[config.mk]
export PLATFORM = sky130hd
export DESIGN_NAME = kbm_mailbox
export DESIGN_NICKNAME = d
export VERILOG_FILES = /design/src/rtl/kbm_pkg.sv /design/src/rtl/kbm_in_slot.sv /design/src/rtl/kbm_out_slot.sv /design/src/rtl/kbm_user_bits.sv /design/src/rtl/kbm_mailbox.sv
export SDC_FILE = /design/constraint.sdc
export NUM_CORES = 1
export LEC_CHECK = 0
export ABC_AREA = 1
export BUFFER_PORTS_ARGS = -buffer_cell sky130_fd_sc_hd__buf_2
export CAP_MARGIN = 20
export CORE_ASPECT_RATIO = 0.9
export CORE_MARGIN = 2
export CORE_UTILIZATION = 45
export DETAILED_ROUTE_END_ITERATION = 16
export PLACE_DENSITY = 0.87
export SETUP_SLACK_MARGIN = 0.02
export SYNTH_ARGS = -nofsm -noshare
export SYNTH_HDL_FRONTEND = slang
export SYNTH_SLANG_ARGS = --single-unit
[constraint.sdc]
create_clock -name clk -period 1.12 [get_ports clk]
set_clock_uncertainty 0.1 [all_clocks]
set_input_delay 0.168 -clock clk [delete_from_list [all_inputs] [get_ports clk]]
set_output_delay 0.168 -clock clk [all_outputs]
set_load 0.005 [all_outputs]
[src/rtl/kbm_pkg.sv]
package kbm_pkg;
  localparam int unsigned ST_OBF = 0;
  localparam int unsigned ST_IBF = 1;
  localparam int unsigned ST_CD  = 3;

  function automatic logic is_flag_bit(input int unsigned b);
    return (b == ST_OBF) || (b == ST_IBF) || (b == ST_CD);
  endfunction
endpackage

[src/rtl/kbm_in_slot.sv]
module kbm_in_slot #(
  parameter int unsigned DATA_W = 8
) (
  input  logic              clk,
  input  logic              rst_n,
  input  logic              hwr,
  input  logic              hcmd,
  input  logic [DATA_W-1:0] hdata,
  input  logic              crd,
  output logic [DATA_W-1:0] slot,
  output logic              full,
  output logic              cmd
);
  logic [DATA_W-1:0] slot_d;
  logic              full_d;
  logic              cmd_d;

  always_comb begin
    slot_d = slot;
    cmd_d  = cmd;
    full_d = full;
    if (crd) full_d = 1'b0;
    if (hwr) begin
      slot_d = hdata;
      cmd_d  = hcmd;
      full_d = 1'b1;
    end
  end

  always_ff @(posedge clk or negedge rst_n) begin
    if (!rst_n) begin
      slot <= '0;
      full <= 1'b0;
      cmd  <= 1'b0;
    end else begin
      slot <= slot_d;
      full <= full_d;
      cmd  <= cmd_d;
    end
  end

  p_ibf_set_r2: assert property (@(posedge clk) disable iff (!rst_n)
    hwr |=> full);
  p_cd_track_r2: assert property (@(posedge clk) disable iff (!rst_n)
    hwr |=> (cmd == $past(hcmd)));
  p_ibf_clear_r3: assert property (@(posedge clk) disable iff (!rst_n)
    (crd && !hwr) |=> !full);
  p_overwrite_r9: assert property (@(posedge clk) disable iff (!rst_n)
    hwr |=> (slot == $past(hdata)));
endmodule

[src/rtl/kbm_out_slot.sv]
module kbm_out_slot #(
  parameter int unsigned DATA_W = 8
) (
  input  logic              clk,
  input  logic              rst_n,
  input  logic              cwr,
  input  logic [DATA_W-1:0] cdata,
  input  logic              hrd,
  output logic [DATA_W-1:0] slot,
  output logic              full
);
  logic [DATA_W-1:0] slot_d;
  logic              full_d;

  always_comb begin
    slot_d = slot;
    full_d = full;
    if (hrd) full_d = 1'b0;
    if (cwr) begin
      slot_d = cdata;
      full_d = 1'b1;
    end
  end

  always_ff @(posedge clk or negedge rst_n) begin
    if (!rst_n) begin
      slot <= '0;
      full <= 1'b0;
    end else begin
      slot <= slot_d;
      full <= full_d;
    end
  end

  p_obf_set_r4: assert property (@(posedge clk) disable iff (!rst_n)
    cwr |=> (full && slot == $past(cdata)));
  p_obf_clear_r5: assert property (@(posedge clk) disable iff (!rst_n)
    (hrd && !cwr) |=> !full);
endmodule

[src/rtl/kbm_user_bits.sv]
module kbm_user_bits #(
  parameter int unsigned DATA_W = 8
) (
  input  logic              clk,
  input  logic              rst_n,
  input  logic              we,
  input  logic [DATA_W-1:0] wdata,
  output logic [DATA_W-1:0] bits
);
  import kbm_pkg::*;

  logic [DATA_W-1:0] mask;
  logic [DATA_W-1:0] bits_d;

  for (genvar b = 0; b < DATA_W; b++) begin : g_mask
    assign mask[b] = !is_flag_bit(b);
  end

  always_comb begin
    bits_d = bits;
    if (we) bits_d = wdata & mask;
  end

  always_ff @(posedge clk or negedge rst_n) begin
    if (!rst_n) bits <= '0;
    else        bits <= bits_d;
  end

  p_user_hold_r8: assert property (@(posedge clk) disable iff (!rst_n)
    !we |=> $stable(bits));
  p_user_flags_clear_r8: assert property (@(posedge clk) disable iff (!rst_n)
    (bits[ST_OBF] == 1'b0) && (bits[ST_IBF] == 1'b0) && (bits[ST_CD] == 1'b0));
endmodule

[src/rtl/kbm_mailbox.sv]
module kbm_mailbox #(
  parameter int unsigned DATA_W = 8
) (
  input  logic              clk,
  input  logic              rst_n,
  input  logic              host_wr,
  input  logic              host_rd,
  input  logic              host_a0,
  input  logic [DATA_W-1:0] host_wdata,
  output logic [DATA_W-1:0] host_rdata,
  input  logic              core_wr_data,
  input  logic              core_wr_status,
  input  logic              core_rd_data,
  input  logic [DATA_W-1:0] core_wdata,
  output logic [DATA_W-1:0] core_rdata,
  output logic [DATA_W-1:0] core_status,
  input  logic              kirq_en,
  output logic              kirq,
  output logic              ibf_irq
);
  import kbm_pkg::*;

  logic [1:0]        rst_sync;
  logic              rst_int_n;
  logic [DATA_W-1:0] in_slot;
  logic [DATA_W-1:0] out_slot;
  logic [DATA_W-1:0] user_bits;
  logic [DATA_W-1:0] status;
  logic              ibf;
  logic              obf;
  logic              cd;
  logic              host_rd_data;

  always_ff @(posedge clk or negedge rst_n) begin
    if (!rst_n) rst_sync <= 2'b00;
    else        rst_sync <= {rst_sync[0], 1'b1};
  end
  assign rst_int_n = rst_sync[1];

  assign host_rd_data = host_rd && !host_a0;

  kbm_in_slot #(.DATA_W(DATA_W)) u_in (
    .clk(clk), .rst_n(rst_int_n), .hwr(host_wr), .hcmd(host_a0),
    .hdata(host_wdata), .crd(core_rd_data), .slot(in_slot),
    .full(ibf), .cmd(cd)
  );

  kbm_out_slot #(.DATA_W(DATA_W)) u_out (
    .clk(clk), .rst_n(rst_int_n), .cwr(core_wr_data), .cdata(core_wdata),
    .hrd(host_rd_data), .slot(out_slot), .full(obf)
  );

  kbm_user_bits #(.DATA_W(DATA_W)) u_user (
    .clk(clk), .rst_n(rst_int_n), .we(core_wr_status), .wdata(core_wdata),
    .bits(user_bits)
  );

  always_comb begin
    status         = user_bits;
    status[ST_OBF] = obf;
    status[ST_IBF] = ibf;
    status[ST_CD]  = cd;
  end

  assign host_rdata  = host_a0 ? status : out_slot;
  assign core_rdata  = in_slot;
  assign core_status = status;
  assign kirq        = obf && kirq_en;
  assign ibf_irq     = ibf;

  p_kirq_needs_obf_r6: assert property (@(posedge clk) disable iff (!rst_int_n)
    kirq |-> host_rd || core_status[ST_OBF]);
  p_kirq_gate_r6: assert property (@(posedge clk) disable iff (!rst_int_n)
    !kirq_en |-> !kirq);
  p_status_read_quiet_r7: assert property (@(posedge clk) disable iff (!rst_int_n)
    (host_rd && host_a0 && !host_wr && !core_wr_data && !core_wr_status && !core_rd_data)
      |=> $stable(core_status) && $stable(out_slot) && $stable(in_slot));
  p_reset_quiet_r1: assert property (@(posedge clk)
    !rst_int_n |-> (!kirq && !ibf_irq));
endmodule

# --- Yosys cells after proc, flatten, opt, wreduce, memory -nomap -nowiden ---
# Cells that the tools add are included.
word_totals:
  reg_bits: 26
  latch_bits: 0
  ramBits: 0
  romBits: 0
  in_bits: 25
  out_inout_bits: 26
  elab_cells: 17
  n_memories: 0
op_classes:
  addsub: 0
  multipliers: 0
  div_mod_pow: 0
  magnitude_cmp: 0
  eq_ne: 0
  shift: 0
  n_mux: 5
  n_bitwise: 0
  reduce_logical: 5
op_table:
  columns: ["op", "count"]
  rows:
  - ["two-way mux 8 bit", 1]
  - ["two-way mux 1 bit", 4]
  - ["nonzero test 2 bit", 2]
  - ["logical AND 1 bit", 2]
  - ["zero test 1 bit", 1]

# --- Depth between registers and ports, before layout ---
logic_depth:
  ltp_word: 4
  depth_mapped: 4
  depth_no_buf: 3

# --- Hierarchy ---
# From an unflattened synthesis, not the netlist that was laid out.
unflattened:
  hier_cells: 141
  hier_area_um2: 1127.3
modules_own_cells:
  columns: ["module", "instances", "cells_per_inst", "area_per_inst_um2", "seq_area_each_um2"]
  rows:
  - ["kbm_in_slot", 1, 42, 377.9, 250.2]
  - ["kbm_out_slot", 1, 38, 341.6, 225.2]
  - ["kbm_user_bits", 1, 25, 211.5, 125.1]
  - ["kbm_mailbox", 1, 36, 196.4, 50.0]

# --- Worst setup path before layout ---
# OpenSTA, ideal clock, no wires.
synth_timing:
  path_kind: "register to output"
  start: "reg u_out.full"
  end: "out host_rdata[0]"
  arrival_ns: 0.548
  required_ns: 0.852
  setup_slack_ns: 0.304
  path_stages_with_launch: 3
  n_path_buf: 0
  cell_sequence: "dfrtp_1 -> nand2_1 -> o21ai_0"
synth_between:
  elab_chain_cells: 1
synth_rtl:
  columns: ["element", "line", "source"]
  rows:
  - ["start, declared", "kbm_out_slot.sv:10", "output logic full"]
  - ["start signal, assigned", "kbm_out_slot.sv:31", "full <= full_d;"]
  - ["two-way mux 8 bit", "kbm_mailbox.sv:65", "assign host_rdata = host_a0 ? status : out_slot;"]
  - ["end, declared", "kbm_mailbox.sv:10", "output logic [DATA_W-1:0] host_rdata,"]
# No other way between the ends.

# --- Worst setup path in the final report ---
layout_timing:
  start: "reg u_out.slot[7]"
  end: "out host_rdata[7]"
layout_between:
  elab_chain_cells: 1
layout_rtl:
  columns: ["element", "line", "source"]
  rows:
  - ["start, declared", "kbm_out_slot.sv:9", "output logic [DATA_W-1:0] slot,"]
  - ["start signal, assigned", "kbm_out_slot.sv:30", "slot <= slot_d;"]
  - ["two-way mux 8 bit", "kbm_mailbox.sv:65", null]
# No other way between the ends.

==> impl_metrics.yaml <==
route:
  postRouteAntennaNets: 0
  dr.pass1.iters: 4
  drt_wl_total_mm: 2.811
  drc: 0
  wl_per_cell_um: 12.12
  wl_met3_um: 208
  topRoutingLayerUsed: "met4"
  drtIter0Drc: 41
  route.met2.wl_mm: 1.466
  wl_met1_mm: 1.120
  vias: 1101
  viasPerCell: 4.746
layout:
  area_growth_syn_to_layout_pct: 56.32
  nFillCells: 160
  post-route-cell-area_um2: 1688
  antenna-diode-count: 0
  nNetsFinal: 232
  drive_gt1_share_pct: 34.15
floorplan:
  io_pins: 51
  core_um2: 2222
  die_x_um: 55.64
  dieArea_um2: 2808
  die_h_um: 50.47
  rows: 16
  initial_core_util_pct: 48.59
sta:
  final_max_slew_viol_count: 0
  timing.final.ws_setup_ns: -0.1944
  period_minus_slack_ns: 1.314
  setup_violations: 23
  fmax_ghz: 0.7608
  post-route-period-util_pct: 117.4
  hold_violations: 0
  rsz0062_at_grt: "yes"
clocking:
  cts_num_sinks: 26
  clkTransAtPathRegs_ns: 0.13
  numCtsBuffers: 3
  cts_max_path_buffers: 2
  clock_latency_ns: 0.32
  cts_tree: "built"
  ctsHtreeMaxLevel: 1
  clock-root-buffer: "clkbuf_4"
power_and_ir_drop:
  pwr-share-clk_pct: 20.7
  power.share.sequential_pct: 55.6
  vdd_ir_drop_max_mv: 1.009
  p_sw_share_pct: 26.55
  combPwrFrac_pct: 23.7
  p_leak_nw: 0.9486
  cellPowerDensity_nw_per_um2: 1127
  intPower_mw: 1.398
  switching_power_mw: 0.5052
  finalPower_mw: 1.903
global_routing:
  grt.overflow.total: 0
  grt_max_degree: 18
  antenna_found_initial: 0
  grt_use_total_pct: 20.88
  grt_pass1_vias: 1108
  grt_pass1_wl_mm: 4.560
setup_path:
  crit_required_ns: 0.85
  crit_chain: "inv_1 > o21ai_0 > buf_2"
  cp_max_fo: 2
  arrival_ns: 1.05
  cpPeakStageDelay_ns: 0.36
  r2r_slack_ns: 0.01
  crit_slowest_cell: "dfrtp_1"
  start_kind: "flip-flop"
  end_kind: "output pin"
  path_class: "flip-flop to output pin"
place:
  dpl.hpwl_mm: 1.729
  place.gp.congestion: 0.8310
  io_buffers: 50
  dpl_cell_area_um2: 1324
synthesis:
  ys_seq_elements: 26
  avgSynthCellArea_um2: 8.638
  yosysWarnings: 0
  syn_area_um2: 1080
  syn_nets: 150
  syn_inst: 125
  ys_seq_area_share_pct: 60.25
  synth_cell_types: 10
outcome:
  violations: "setup timing"
  outcome: "finished, violations left"
worst_hold_path:
  hp-class: "input port to flip-flop"
run:
  cap_violations: 0
==> flip-flops by register name (all words and copies together) (netlist names) <==
name / count
u_user.bits: 5
u_out.full: 1
u_in.full: 1
rst_sync: 2
u_in.slot: 8
u_out.slot: 8
u_in.cmd: 1
==> final timing paths <==
kind                                   to  cells after the start           start
setup / recovery            host_rdata[7]                      3   u_out.slot[7]
hold / removal                 u_out.full                      4         host_rd
setup reg to reg           u_user.bits[2]                      5  u_user.bits[2]
hold reg to reg             u_out.slot[4]                      1     rst_sync[1]
max in group asynchronous    u_in.slot[0]                      1     rst_sync[1]
min in group asynchronous     rst_sync[0]                      2           rst_n
==> repair_timing <==
| item | 4_1_cts | 5_1_grt |
|---|---|---|
| pin swaps | 1 | 1 |
| resized for setup | 5 | 9 |
| buffers inserted | 7 | 7 |
| hold buffers | 18 | 0 |
| hold endpoints to repair | 24 | 0 |
| endpoints found under the setup margin | 26 | 26 |
==> routing by layer <==
layer | up-vias | track usage (%)
met5 | - | 0
met4 | 0 | 7.317
met3 | 4 | 2.577
met2 | 53 | 41.07
met1 | 511 | 23.03
li1 | 533 | -
==> placed cells by master (no fill, tap or decap) <==
cell           instances
o21ai_1                3
dfrtp_1               26
buf_4                 11
conb_1                 1
o21ai_0               19
buf_6                 11
nand3_1                1
nand2_1               50
inv_2                  1
dlygate4sd3_1         18
buf_2                 44
clkbuf_4               3
inv_1                 17
==> synthesized netlist by cell type <==
cell type / number / share of area, %
buf_4: 3 / 2.1
o21ai_0: 22 / 10
buf_6: 2 / 2.1
conb_1: 1 / 0.35
buf_2: 2 / 0.93
inv_2: 1 / 0.35
nand2_1: 50 / 17
inv_1: 17 / 5.9
dfrtp_1: 26 / 60
nand3_1: 1 / 0.46
==> cell type report <==
cell class	instances	area, um2	share of cell area [%]
Sequential cell	26	650.6	38.55
Timing Repair Buffer	84	606.8	35.95
Multi-Input combinational cell	74	306.5	18.16
Inverter	18	67.56	4.003
Tap cell	27	33.78	2.001
Clock buffer	3	22.52	1.334
==> kinds of logic (layout without fill, tap and decap cells) <==
kind of cell,Yosys count,in the layout,synth area share [%]
AND/OR/NAND/NOR,51,51,17.84
flip-flops,26,26,60.25
buffers and inverters,25,105,11.36
AO/OA/AOI/OAI,22,22,10.20
other,1,1,0.3473
==> critical path, delay by kind of cell (launching register included) <==
family                 cells  cell delay [ns]
flip-flops                 1             0.36
AO/OA/AOI/OAI              1             0.17
buffers and inverters      2             0.20
==> power by group through the flow <==
stage                     Combinational, mW  Clock, mW  Sequential [mW]
after floorplan                       0.134          0             1.09
after global placement                0.282          0             1.07
after detailed placement              0.299          0             1.07
after CTS                             0.391      0.390             1.06
after global routing                  0.506      0.436             1.07
final                                 0.452      0.393             1.06
==> through the flow <==
step,utilization [%],TNS (ns),setup slack (ns),instances,hold WS [ns]
floorplan,-,0,0.2437,125,-0.2276
global placement,59.57,0,0.1517,197,-0.1412
detailed placement,59.57,0,0.1080,197,-0.1369
CTS,71.96,-1.987,-0.1746,225,0.01966
global route,75.96,-3.338,-0.2595,232,0.03218
finish,75.96,-2.162,-0.1944,232,0.01260
(Power assumes the default switching activity.)
